$ cat config.mk
export PLATFORM = sky130hd
export DESIGN_NAME = serial_clkfs_gen
export DESIGN_NICKNAME = d
export VERILOG_FILES = /design/src/rtl/sfg_pkg.sv /design/src/rtl/sfg_edge_sync.sv /design/src/rtl/sfg_src_sel.sv /design/src/rtl/sfg_clk_fsm.sv /design/src/rtl/sfg_frame_cnt.sv /design/src/rtl/serial_clkfs_gen.sv
export SDC_FILE = /design/constraint.sdc
export NUM_CORES = 1
export LEC_CHECK = 0
export ABC_CLOCK_PERIOD_IN_PS = 7600
export BUFFER_PORTS_ARGS = -buffer_cell sky130_fd_sc_hd__buf_4
export CAP_MARGIN = 20
export CELL_PAD_IN_SITES_DETAIL_PLACEMENT = 0
export CELL_PAD_IN_SITES_GLOBAL_PLACEMENT = 1
export CORE_MARGIN = 5
export CORE_UTILIZATION = 44
export DETAILED_ROUTE_END_ITERATION = 8
export GPL_TIMING_DRIVEN = 1
export PLACE_DENSITY_LB_ADDON = 0.2
export SLEW_MARGIN = 20
export SYNTH_ARGS = -nofsm -noshare
export SYNTH_HDL_FRONTEND = slang
export SYNTH_HIERARCHICAL = 1
export SYNTH_SLANG_ARGS = --single-unit
export TNS_END_PERCENT = 1
$ cat constraint.sdc
create_clock -name clk -period 7.6 [get_ports clk]
set_input_delay 0 -clock clk [delete_from_list [all_inputs] [get_ports clk]]
set_output_delay 0 -clock clk [all_outputs]
set_load 0.05 [all_outputs]
$ cat src/rtl/sfg_pkg.sv
package sfg_pkg;

    typedef enum logic [1:0] {
        ST_OFF   = 2'd0,
        ST_ALIGN = 2'd1,
        ST_HIGH  = 2'd2,
        ST_LOW   = 2'd3
    } gen_state_t;

    typedef struct packed {
        logic ev;
        logic act;
    } src_evt_t;

endpackage

$ cat src/rtl/sfg_edge_sync.sv
module sfg_edge_sync #(
    parameter int STAGES = 2
) (
    input  logic clk,
    input  logic rst,
    input  logic din,
    output logic lvl,
    output logic chg
);

    logic [STAGES-1:0] chain;
    logic              last;

    always_ff @(posedge clk) begin
        if (rst) begin
            chain <= '0;
            last  <= 1'b0;
        end else begin
            chain <= {chain[STAGES-2:0], din};
            last  <= chain[STAGES-1];
        end
    end

    assign lvl = chain[STAGES-1];
    assign chg = chain[STAGES-1] ^ last;

endmodule

$ cat src/rtl/sfg_src_sel.sv
module sfg_src_sel
    import sfg_pkg::*;
#(
    parameter int NUM_EXT = 3,
    parameter int SEL_W   = $clog2(NUM_EXT + 1)
) (
    input  logic               clk,
    input  logic               rst,
    input  logic [NUM_EXT-1:0] ext_ck,
    input  logic [NUM_EXT-1:0] ext_fall,
    input  logic [SEL_W-1:0]   sel,
    output src_evt_t           evt
);

    logic [NUM_EXT:0] ev_v;
    logic [NUM_EXT:0] act_v;

    // Internal source: one half-cycle event per system cycle, always usable for alignment.
    assign ev_v[0]  = 1'b1;
    assign act_v[0] = 1'b1;

    for (genvar g = 0; g < NUM_EXT; g++) begin : g_pin
        logic lvl_g;
        logic chg_g;

        sfg_edge_sync #(.STAGES(2)) u_sync (
            .clk (clk),
            .rst (rst),
            .din (ext_ck[g]),
            .lvl (lvl_g),
            .chg (chg_g)
        );

        assign ev_v[g+1]  = chg_g;
        assign act_v[g+1] = chg_g & (ext_fall[g] ? ~lvl_g : lvl_g);
    end

    always_comb begin
        evt = '0;
        if (32'(sel) <= NUM_EXT) begin
            evt.ev  = ev_v[sel];
            evt.act = act_v[sel];
        end
    end

endmodule

$ cat src/rtl/sfg_clk_fsm.sv
module sfg_clk_fsm
    import sfg_pkg::*;
#(
    parameter int DIV_W = 8
) (
    input  logic             clk,
    input  logic             rst,
    input  logic             en,
    input  logic             resync,
    input  logic             ev,
    input  logic             act,
    input  logic [DIV_W-1:0] div,
    output logic             clkg,
    output logic             frm_start,
    output logic             frm_step,
    output logic             frm_hold
);

    gen_state_t       st, st_nxt;
    logic [DIV_W-1:0] cnt, cnt_nxt;

    always_comb begin
        st_nxt    = st;
        cnt_nxt   = cnt;
        frm_start = 1'b0;
        frm_step  = 1'b0;
        if (!en) begin
            st_nxt  = ST_OFF;
            cnt_nxt = '0;
        end else if (resync && st != ST_OFF) begin
            st_nxt  = ST_ALIGN;
            cnt_nxt = '0;
        end else begin
            unique case (st)
                ST_OFF: begin
                    st_nxt  = ST_ALIGN;
                    cnt_nxt = '0;
                end
                ST_ALIGN: begin
                    if (ev && act) begin
                        st_nxt    = ST_HIGH;
                        cnt_nxt   = '0;
                        frm_start = 1'b1;
                    end
                end
                ST_HIGH: begin
                    if (ev) begin
                        if (cnt >= div) begin
                            st_nxt  = ST_LOW;
                            cnt_nxt = '0;
                        end else begin
                            cnt_nxt = cnt + 1'b1;
                        end
                    end
                end
                ST_LOW: begin
                    if (ev) begin
                        if (cnt >= div) begin
                            st_nxt   = ST_HIGH;
                            cnt_nxt  = '0;
                            frm_step = 1'b1;
                        end else begin
                            cnt_nxt = cnt + 1'b1;
                        end
                    end
                end
                default: begin
                    st_nxt  = ST_OFF;
                    cnt_nxt = '0;
                end
            endcase
        end
    end

    assign frm_hold = (st_nxt == ST_OFF) || (st_nxt == ST_ALIGN);

    // State register.
    always_ff @(posedge clk) begin
        if (rst) begin
            st  <= ST_OFF;
            cnt <= '0;
        end else begin
            st  <= st_nxt;
            cnt <= cnt_nxt;
        end
    end

    // Output register.
    always_ff @(posedge clk) begin
        if (rst) begin
            clkg <= 1'b0;
        end else begin
            clkg <= (st_nxt == ST_HIGH);
        end
    end


    clkg_off_chk: assert property (@(posedge clk) disable iff (rst)
        !en |=> !clkg);


    clkg_evt_chk: assert property (@(posedge clk) disable iff (rst)
        (clkg != $past(clkg)) |-> ($past(ev) || !$past(en) || $past(resync)));

endmodule

$ cat src/rtl/sfg_frame_cnt.sv
module sfg_frame_cnt #(
    parameter int FRM_W = 8
) (
    input  logic             clk,
    input  logic             rst,
    input  logic             hold,
    input  logic             start,
    input  logic             step,
    input  logic [FRM_W-1:0] fwid,
    input  logic [FRM_W-1:0] fper,
    output logic             fsg
);

    logic [FRM_W-1:0] fcnt, fcnt_nxt;

    always_comb begin
        fcnt_nxt = fcnt;
        if (hold || start) begin
            fcnt_nxt = '0;
        end else if (step) begin
            fcnt_nxt = (fcnt >= fper) ? '0 : fcnt + 1'b1;
        end
    end

    always_ff @(posedge clk) begin
        if (rst) begin
            fcnt <= '0;
            fsg  <= 1'b0;
        end else begin
            fcnt <= fcnt_nxt;
            if (hold) begin
                fsg <= 1'b0;
            end else if (start || step) begin
                fsg <= (fcnt_nxt <= fwid);
            end
        end
    end


    fsg_hold_chk: assert property (@(posedge clk) disable iff (rst)
        hold |=> !fsg);


    fsg_start_chk: assert property (@(posedge clk) disable iff (rst)
        (start && !hold) |=> fsg);

endmodule

$ cat src/rtl/serial_clkfs_gen.sv
module serial_clkfs_gen
    import sfg_pkg::*;
#(
    parameter int NUM_EXT = 3,
    parameter int DIV_W   = 8,
    parameter int FRM_W   = 12,
    parameter int SEL_W   = $clog2(NUM_EXT + 1)
) (
    input  logic               clk,
    input  logic               rst,
    input  logic               en,
    input  logic [SEL_W-1:0]   src_sel,
    input  logic [NUM_EXT-1:0] ext_ck,
    input  logic [NUM_EXT-1:0] ext_fall,
    input  logic [DIV_W-1:0]   div,
    input  logic [FRM_W-1:0]   frm_width,
    input  logic [FRM_W-1:0]   frm_period,
    input  logic               sync_en,
    input  logic               ext_fs,
    input  logic               tx_fs_mode,
    input  logic               tx_strobe,
    output logic               clkg,
    output logic               fsg,
    output logic               tx_fs
);

    src_evt_t evt;
    logic     fs_lvl, fs_chg, resync;
    logic     frm_start, frm_step, frm_hold;

    sfg_src_sel #(.NUM_EXT(NUM_EXT), .SEL_W(SEL_W)) u_src (
        .clk      (clk),
        .rst      (rst),
        .ext_ck   (ext_ck),
        .ext_fall (ext_fall),
        .sel      (src_sel),
        .evt      (evt)
    );

    sfg_edge_sync #(.STAGES(2)) u_fs_sync (
        .clk (clk),
        .rst (rst),
        .din (ext_fs),
        .lvl (fs_lvl),
        .chg (fs_chg)
    );

    assign resync = sync_en & fs_chg & fs_lvl;

    sfg_clk_fsm #(.DIV_W(DIV_W)) u_fsm (
        .clk       (clk),
        .rst       (rst),
        .en        (en),
        .resync    (resync),
        .ev        (evt.ev),
        .act       (evt.act),
        .div       (div),
        .clkg      (clkg),
        .frm_start (frm_start),
        .frm_step  (frm_step),
        .frm_hold  (frm_hold)
    );

    sfg_frame_cnt #(.FRM_W(FRM_W)) u_frm (
        .clk   (clk),
        .rst   (rst),
        .hold  (frm_hold),
        .start (frm_start),
        .step  (frm_step),
        .fwid  (frm_width),
        .fper  (frm_period),
        .fsg   (fsg)
    );

    assign tx_fs = tx_fs_mode ? tx_strobe : fsg;


    fsg_edge_chk: assert property (@(posedge clk) disable iff (rst)
        $rose(fsg) |-> $rose(clkg));

endmodule

After elaboration in Yosys (flattened, before gate mapping)
Index checks and enable logic that the tools add are counted.
{ "totals": {"register_bits": 36, "inputBits": 47, "out_inout_bits": 3} }
{ "op_classes": {"addsub": 2, "order_cmp": 4, "eq_ne": 7, "mux": 32, "n_bitwise": 13, "reduce_logical": 12} }
{ "ops": {"columns": ["operator", "n"], "rows": [
  ["$mux W12", 3],
  ["$mux W8", 3],
  ["$pmux W8 S3", 1],
  ["$mux W1", 15],
  ["$mux W2", 7],
  ["$add A12 B1 Y12 const B", 1],
  ["$ge A12 B12 Y1", 1],
  ["$le A12 B12 Y1", 1],
  ["$add A8 B1 Y8 const B", 1],
  ["$ge A8 B8 Y1", 1],
  ["$pmux W2 S4", 1],
  ["$eq A2 B2 Y1 const B", 3],
  ["$and A1 B1 Y1", 5],
  ["$bmux W1 S2", 2],
  ["$eq A2 B1 Y1 const B", 2],
  ["$logic_not A2 Y1", 2],
  ["$ne A2 B1 Y1 const B", 2],
  ["$not A1 Y1", 4],
  ["$reduce_or A2 Y1", 2],
  ["$xor A1 B1 Y1", 4],
  ["$logic_or A1 B1 Y1", 3],
  ["$lt A2 B3 Y1 const B", 1],
  ["$reduce_or A3 Y1", 1],
  ["$logic_and A1 B1 Y1", 2],
  ["2 further kinds", 2]
]} }

Logic depth before layout (Yosys ltp)
Gate-level depths: netlist of run 1.
{ "logic_depth": {"word_depth": 15, "ltp_mapped": 19} }

Cells and area by module
Netlist of run 1, hierarchy kept.
{ "by_module_without_submodules": {"columns": ["module", "instances", "cells_per_inst", "area_each_um2", "seq_area_each_um2"], "rows": [
  ["sfg_frame_cnt", 1, 164, 1290.0, 260.2],
  ["sfg_clk_fsm", 1, 103, 814.5, 220.2],
  ["sfg_edge_sync", 4, 7, 87.6, 60.1],
  ["sfg_src_sel", 1, 11, 77.6, 0.0],
  ["serial_clkfs_gen", 1, 2, 21.3, 0.0]
]} }

Worst setup path after synthesis of run 1
No wires, ideal clock.
{ "synth_path": {"path_kind": "register -> register", "startpoint": "register u_fsm.cnt[0]", "endpoint": "register u_frm.fsg", "arrival_time_ns": 3.557, "required_time_ns": 7.508, "setup_slack_ns": 3.952, "path_stages_with_launch": 20, "path_buffers": 2, "period_less_slack_ns": 3.648, "path_cell_list": "dfxtp_1 -> inv_1 -> ha_1 -> and3_1 -> o21ai_1 -> a311o_1 -> buf_2 -> a21oi_1 -> buf_4 -> nand2_1 -> nor3_1 -> nand3_1 -> xor2_1 -> nor2_2 -> ha_1 -> a21oi_2 -> o21ai_1 -> a2111oi_2 -> a21oi_1 -> nor4_1"} }
{ "synth_between": {"word_cells_on_any_way": 22, "classes_between": "order compare (2); eq/ne (1); mux (14); reduce/logical (5)"} }
{ "synth_lines": {"columns": ["element", "line", "source"], "rows": [
  ["start, declared", "sfg_clk_fsm.sv:20", "logic [DIV_W-1:0] cnt, cnt_nxt;"],
  ["start signal, assigned", "sfg_clk_fsm.sv:84", "cnt <= cnt_nxt;"],
  ["$ge A8 B8 Y1", "sfg_clk_fsm.sv:58", "if (cnt >= div) begin"],
  ["$mux W1", "sfg_clk_fsm.sv:58", null],
  ["$mux W1", "sfg_clk_fsm.sv:57", "if (ev) begin"],
  ["$mux W1", "sfg_clk_fsm.sv:34", "unique case (st)"],
  ["$mux W1", "sfg_clk_fsm.sv:30", "end else if (resync && st != ST_OFF) begin"],
  ["$mux W1", "sfg_clk_fsm.sv:27", "if (!en) begin"],
  ["net frm_step", "serial_clkfs_gen.sv:29", "logic frm_start, frm_step, frm_hold;"],
  ["$mux W12", "sfg_frame_cnt.sv:20", "end else if (step) begin"],
  ["$mux W12", "sfg_frame_cnt.sv:18", "if (hold || start) begin"],
  ["net u_frm.fcnt_nxt[11]", "sfg_frame_cnt.sv:14", "logic [FRM_W-1:0] fcnt, fcnt_nxt;"],
  ["$le A12 B12 Y1", "sfg_frame_cnt.sv:34", "fsg <= (fcnt_nxt <= fwid);"],
  ["end signal, assigned", "sfg_frame_cnt.sv:34", null],
  ["end, declared", "sfg_frame_cnt.sv:11", "output logic fsg"]
]} }
The timed path passes the listed nets, and every way through them passes these cells.
A chain may end at the register's enable or synchronous reset.

Worst setup path in the final report of run 1
Same ends and word-level chain as after synthesis.

==> run metrics, run 1 <==
H-tree Lvls 2; Final min period 4542 ps; Synth top area share 0.2822; clock sink count 36; routed len/inst 12.77 um; Netlist cell types 49; root buffer cell clkbuf_8; Arrival @ worst endpoint 4730 ps; leakage 1.366 nW; Req. time, crit path 7790 ps; Post-synth top cells dfxtp_1, ha_1, inv_1; Yosys top cell by area dfxtp_1; RD Place Congestion 0.8387; Die Area 7428 um^2; Vias/cell 5.069; Seq/Total Area, Yosys 0.2822; GR Util All Layers 0.1566; synth warn 6; Power per Cell Area 125.3 nW/um^2; synthesized area per cell 8.291 um^2; Initial Util 0.4581; Post-Place Worst Slack 3173 ps; Post-Syn Area 2554 um^2; RSZ-0062 raised after global routing false; Final Setup Violations 0; Pins Over Slew Limit 0; first-pass GRT wire length 9473 um; dpl cells 421; worst hold path type input port to register; Residual DRC 0; tightest slew margin relative to the limit 0.4154; GRT overflow 0; Fin. Hold Viols 0; Top Ports 50; Max Root-Sink Buffers 2; Mapped Cells 308; setup TNS 0 ps; die height 86.19 um; Ant. Diodes 0; CTS buffer count 5; # port buffers 49; Max-Cap Viols 0; Post-synth EDFFs 0; area delta synth->final 20.73%; CP endpoint kind register; VDD IR max 0.1106 mV; floorplan row count 27; Setup CP Type register to register; critical path fanouts, max 13; final std cells w/o fill 433; length of the first detailed-routing pass in iterations 4; number of post-CTS setup repair buffers 0; Reg clk slew, reported paths 70 ps; ys async rst share 0; CP Launch Type register; Multi-input gate area 1644 um^2; transition time of the tightest slew-check pin 876.9 ps; status finished, final reports clean; Area contributors post-synth dfxtp_1, ha_1, xor2_1; layout cell share with drive strength beyond 1 0.1939; CORE AREA 5574 um^2; Iter 0 DRT Violations 107; Clock Latency Late Sink 280 ps; initial antenna violation count 0; number of routed nets with antenna violations 0; vias in the first global route 2160; via count 2195; Net Count, Synth 389; register area 720.7 um^2; FMAX 220.2 MHz; nets 441; Main synth FF type dfxtp_1; count leader, synth dfxtp_1; Detail Placement HPWL 4394 um; Die W 86.19 um; final WL 5529 um; final critical-path share of the clock period 0.5976; skew final 5.934 ps; synthesized flop and latch total 36; TritonCTS clock tree done; slack of the critical path 3058 ps; fillers 562; WHS 15.38 ps; pin count of the biggest net entering global routing 17
cell families (layout without fill, tap and decap cells):
kind of cell / count (synthesis) / count (layout) / share of synthesized area
flip-flops: 36 / 36 / 0.2822
AO/OA/AOI/OAI: 50 / 50 / 0.1352
AND/OR/NAND/NOR: 123 / 123 / 0.2597
multiplexers: 3 / 3 / 0.01372
adder cells (fa/ha/maj): 34 / 34 / 0.1666
buffers and inverters: 42 / 95 / 0.07398
XOR/XNOR: 20 / 20 / 0.06859
state kept, by name, summed over array words and instances, names as in the netlist:
signal	cells
u_fsm/clkg	1
u_fs_sync/last	1
u_src/g_pin.u_sync/chain	6
u_src/g_pin.u_sync/last	3
u_frm/fsg	1
u_fsm/cnt	8
u_fsm/st	2
u_fs_sync/chain	2
u_frm/fcnt	12
layout make-up:
type                            instances  area share
Multi-Input combinational cell        230      0.5333
Sequential cell                        36      0.2338
Timing Repair Buffer                   53      0.1323
Inverter                               34     0.04140
Tap cell                               72     0.02922
Clock buffer                            6     0.02679
Clock inverter                          2    0.003247
final timing paths:
check | slack (ps) | from | cells past startpoint | to
hold / removal | 20 | rst | 2 | u_src/g_pin[0].u_sync/chain[1]
setup / recovery | 3060 | u_fsm/cnt[0] | 17 | u_frm/fsg
hold reg to reg | 440 | u_src/g_pin[0].u_sync/chain[0] | 1 | u_src/g_pin[0].u_sync/chain[1]
setup reg to reg | 3060 | u_fsm/cnt[0] | 17 | u_frm/fsg
metal layers:
layer	vias up	part of all wire	global-route usage
met5	-	0	0
met4	0	0.012	0.04249
met3	6	0.058	0.03992
met2	43	0.46	0.2677
met1	967	0.47	0.1955
li1	1179	-	-
cells in the final DEF (no fill, tap or decap), drive strengths merged, types with 2 or more instances in the layout:
master        n
nand2        19
inv          34
xnor2         4
nand4        13
nor2b        17
xor2         16
nor3          9
nand3        16
nand2b        3
and3          4
o21a          2
nor2         31
o21ai         9
buf          49
a22oi         2
a2111o        2
ha           34
and2          2
a21oi        16
mux2i         2
dfxtp        36
clkbuf        6
dlygate4sd3   4
a31oi         4
o211ai        4
clkinv        2
nor3b         4
repair_timing:
action                     4_1_cts  5_1_grt
setup endpoints to repair        0        0
gates resized for setup          0        0
hold buffers                     4        0
hold endpoints to repair         4        0
critical path, cell delays in order (launching register included):
cell,delay [ps]
dfxtp_1,390
inv_1,80
ha_1,270
and3_1,130
o21ai_1,50
a311o_1,520
a21oi_1,750
nand2_1,210
nor3_1,370
nand3_1,140
xor2_1,240
nor2_2,50
ha_1,320
a21oi_2,170
o21ai_1,90
a2111oi_2,320
a21oi_1,120
nor4_1,230
per-stage QoR:
stage,instance area (um^2),utilization,power (mW)
after detailed placement,2950,0.5293,0.2499
after global placement,2950,0.5293,0.2495
after floorplan,2554,-,0.2256
after global routing,3083,0.5531,0.4102
after CTS,3083,0.5531,0.3905
final,3083,0.5531,0.3862
power by group:
| group | internal, mW | switching (mW) |
|---|---|---|
| clock network | 0.0723 | 0.0670 |
| registers | 0.192 | 0.00213 |
| logic | 0.0294 | 0.0239 |
Power figures use the tool's default switching activity.
==> run 2: changes to the inputs <==
--- a/config.mk
+++ b/config.mk
@@ -5,13 +5,13 @@
 export SDC_FILE = /design/constraint.sdc
 export NUM_CORES = 1
 export LEC_CHECK = 0
-export ABC_CLOCK_PERIOD_IN_PS = 7600
+export ABC_CLOCK_PERIOD_IN_PS = 4600
 export BUFFER_PORTS_ARGS = -buffer_cell sky130_fd_sc_hd__buf_4
 export CAP_MARGIN = 20
 export CELL_PAD_IN_SITES_DETAIL_PLACEMENT = 0
 export CELL_PAD_IN_SITES_GLOBAL_PLACEMENT = 1
 export CORE_MARGIN = 5
-export CORE_UTILIZATION = 44
+export CORE_UTILIZATION = 41
 export DETAILED_ROUTE_END_ITERATION = 8
 export GPL_TIMING_DRIVEN = 1
 export PLACE_DENSITY_LB_ADDON = 0.2
==> constraint.sdc (replaced) <==
create_clock -name clk -period 4.6 [get_ports clk]
set_input_delay 0 -clock clk [delete_from_list [all_inputs] [get_ports clk]]
set_output_delay 0 -clock clk [all_outputs]
set_load 0.05 [all_outputs]
==> run metrics, run 2 (synthesis gave the netlist of run 1 again) <==
clock sink count 36 (unchanged); Multi-input gate area 1644 um^2 (unchanged); number of routed nets with antenna violations 0 (unchanged); worst hold path type input port to register (unchanged); length of the first detailed-routing pass in iterations 4 (unchanged); Reg clk slew, reported paths 70 ps (about the same); switching power 149.0 uW (was 93.00 uW); Ant. Diodes 0 (unchanged); largest registers u_frm/fcnt x12, u_fsm/cnt x8, u_src/g_pin.u_sync/chain x6 (unchanged); combinational share of power 0.131 (was 0.138); pin count of the biggest net entering global routing 17 (unchanged); Max-Cap Viols 0 (unchanged); # port buffers 49 (unchanged); Vias/cell 5.133 (was 5.069); Setup CP Type register to register (unchanged); TritonCTS clock tree done (unchanged); Final min period 4063 ps (was 4542 ps); area delta synth->final 21.75% (was 20.73%); Residual DRC 0 (unchanged); commonest non-fill, non-tap cell in the layout buf_4 (unchanged); Initial Util 0.4263 (was 0.4581); status finished, final reports clean (unchanged); WHS 11.98 ps (was 15.38 ps); root buffer cell clkbuf_8 (unchanged); layout cell share with drive strength beyond 1 0.1934 (was 0.1939); dpl cells 425 (was 421); Detail Placement HPWL 4565 um (was 4394 um); Clock Power Share 0.395 (was 0.361); leakage 1.376 nW (was 1.366 nW); Reg with most FFs u_frm/fcnt (unchanged); transition time of the tightest slew-check pin 546.1 ps (was 876.9 ps); initial antenna violation count 0 (unchanged); GR Util All Layers 0.1513 (was 0.1566); fillers 597 (was 562); skew final 4.196 ps (was 5.934 ps); critical path fanouts, max 13 (unchanged); first-pass GRT wire length 9542 um (was 9473 um); register area 720.7 um^2 (unchanged); via count 2243 (was 2195); Die W 88.92 um (was 86.19 um); RD Place Congestion 0.8151 (was 0.8387); VDD IR max 0.1642 mV (was 0.1106 mV); FMAX 246.1 MHz (was 220.2 MHz); Arrival @ worst endpoint 4250 ps (was 4730 ps); final std cells w/o fill 437 (was 433); routed len/inst 12.78 um (was 12.77 um); H-tree Lvls 2 (unchanged); setup TNS 0 ps (unchanged); Int Pwr 525.8 uW (was 293.2 uW); GRT overflow 0 (unchanged); Req. time, crit path 4790 ps (was 7790 ps); Max Root-Sink Buffers 2 (unchanged); floorplan row count 28 (was 27); Final Setup Violations 0 (unchanged); total power 674.8 uW (was 386.2 uW); CTS buffer count 5 (unchanged); CP endpoint kind register (unchanged); CP Launch Type register (unchanged); CORE AREA 5991 um^2 (was 5574 um^2); RSZ-0062 raised after global routing false (unchanged); nets 442 (was 441); final critical-path share of the clock period 0.8833 (was 0.5976); die height 88.92 um (was 86.19 um); Iter 0 DRT Violations 120 (was 107); final WL 5584 um (was 5529 um); Reg power frac 0.474 (was 0.501); Fin. Hold Viols 0 (unchanged); Die Area 7907 um^2 (was 7428 um^2); Largest register FFs 12 (unchanged); Pins Over Slew Limit 0 (unchanged); Top Ports 50 (unchanged); switch share 0.2208 (was 0.2408); tightest slew margin relative to the limit 0.6351 (was 0.4154); vias in the first global route 2198 (was 2160); most frequent cells in the layout buf_4, dfxtp_1, inv_1, ha_1, nor2_1 (unchanged); Clock Latency Late Sink 280 ps (about the same); Power per Cell Area 217.0 nW/um^2 (was 125.3 nW/um^2)
## run 2: cell types whose count changed in the layout (fill, tap and decap cells not counted)
| cell | previous run | this run |
|---|---|---|
| buf_4 | 49 | 50 |
| clkbuf_8 | 6 | 5 |
| clkbuf_1 | 0 | 1 |
| bufinv_16 | 0 | 1 |
| clkinv_2 | 2 | 1 |
## run 2: final timing paths
kind                                                startpoint                             end  slack [ps]  cells past startpoint
worst max-delay path                              u_fsm/cnt[0]                       u_frm/fsg         540                     18
worst max register to register                    u_fsm/cnt[0]                       u_frm/fsg         540                     18
worst min-delay path                                       rst      u_src/g_pin[0].u_sync/last          10                      2
worst min register to register  u_src/g_pin[1].u_sync/chain[0]  u_src/g_pin[1].u_sync/chain[1]         440                      1
## run 2: area by class of cell
cell class,instances,area share
clock buffers,6,0.02334
repair buffers,54,0.1336
clock inverters,2,0.01127
flip-flops and latches,36,0.2318
multi-input cells,230,0.5288
well taps,75,0.03018
inverters,34,0.04105
## run 2: worst max-delay path: stages, from the launching register on
cell and delay (ps):
dfxtp_1 400, inv_1 80, ha_1 270, and3_1 140
o21ai_1 50, a311o_1 530, a21oi_1 200, buf_4 190
nand2_1 100, nor3_1 360, nand3_1 140, xor2_1 190
nor2_1 60, ha_1 290, a21oi_1 220, o21ai_1 100
a2111oi_2 320, a21oi_1 120, nor4_1 210
## run 2: what timing repair did
| action | in CTS | in global routing |
|---|---|---|
| endpoints found under the hold margin | 4 | 0 |
| gates resized for setup | 0 | 0 |
| hold buffers | 4 | 0 |
| setup buffers | 0 | 0 |
## run 2: per-stage QoR
stage / instance area, um^2 / setup slack, ps / util
final: 3109 / 536.6 / 0.5190
after global routing: 3109 / 48.02 / 0.5190
after CTS: 3109 / 554.3 / 0.5190
after detailed placement: 2962 / 596.6 / 0.4944
after global placement: 2962 / 721.2 / 0.4944
after floorplan: 2554 / 951.5 / -
## run 2: power groups by stage
stage | clock [mW] | combinational [mW] | sequential [mW]
3_3_place_gp | 0 | 0.0858 | 0.327
5_1_grt | 0.292 | 0.100 | 0.321
4_1_cts | 0.274 | 0.0897 | 0.320
2_1_floorplan | 0 | 0.0473 | 0.325
3_5_place_dp | 0 | 0.0864 | 0.327
6_report | 0.267 | 0.0884 | 0.320
## run 2: routing by layer
metal | GRT usage | wire length, um | up-vias
li1 | - | - | 1180
met1 | 0.1998 | 2623 | 1006
met2 | 0.2551 | 2578 | 55
met3 | 0.03318 | 353 | 2
met4 | 0.02885 | 29 | 0
met5 | 0 | 0 | -
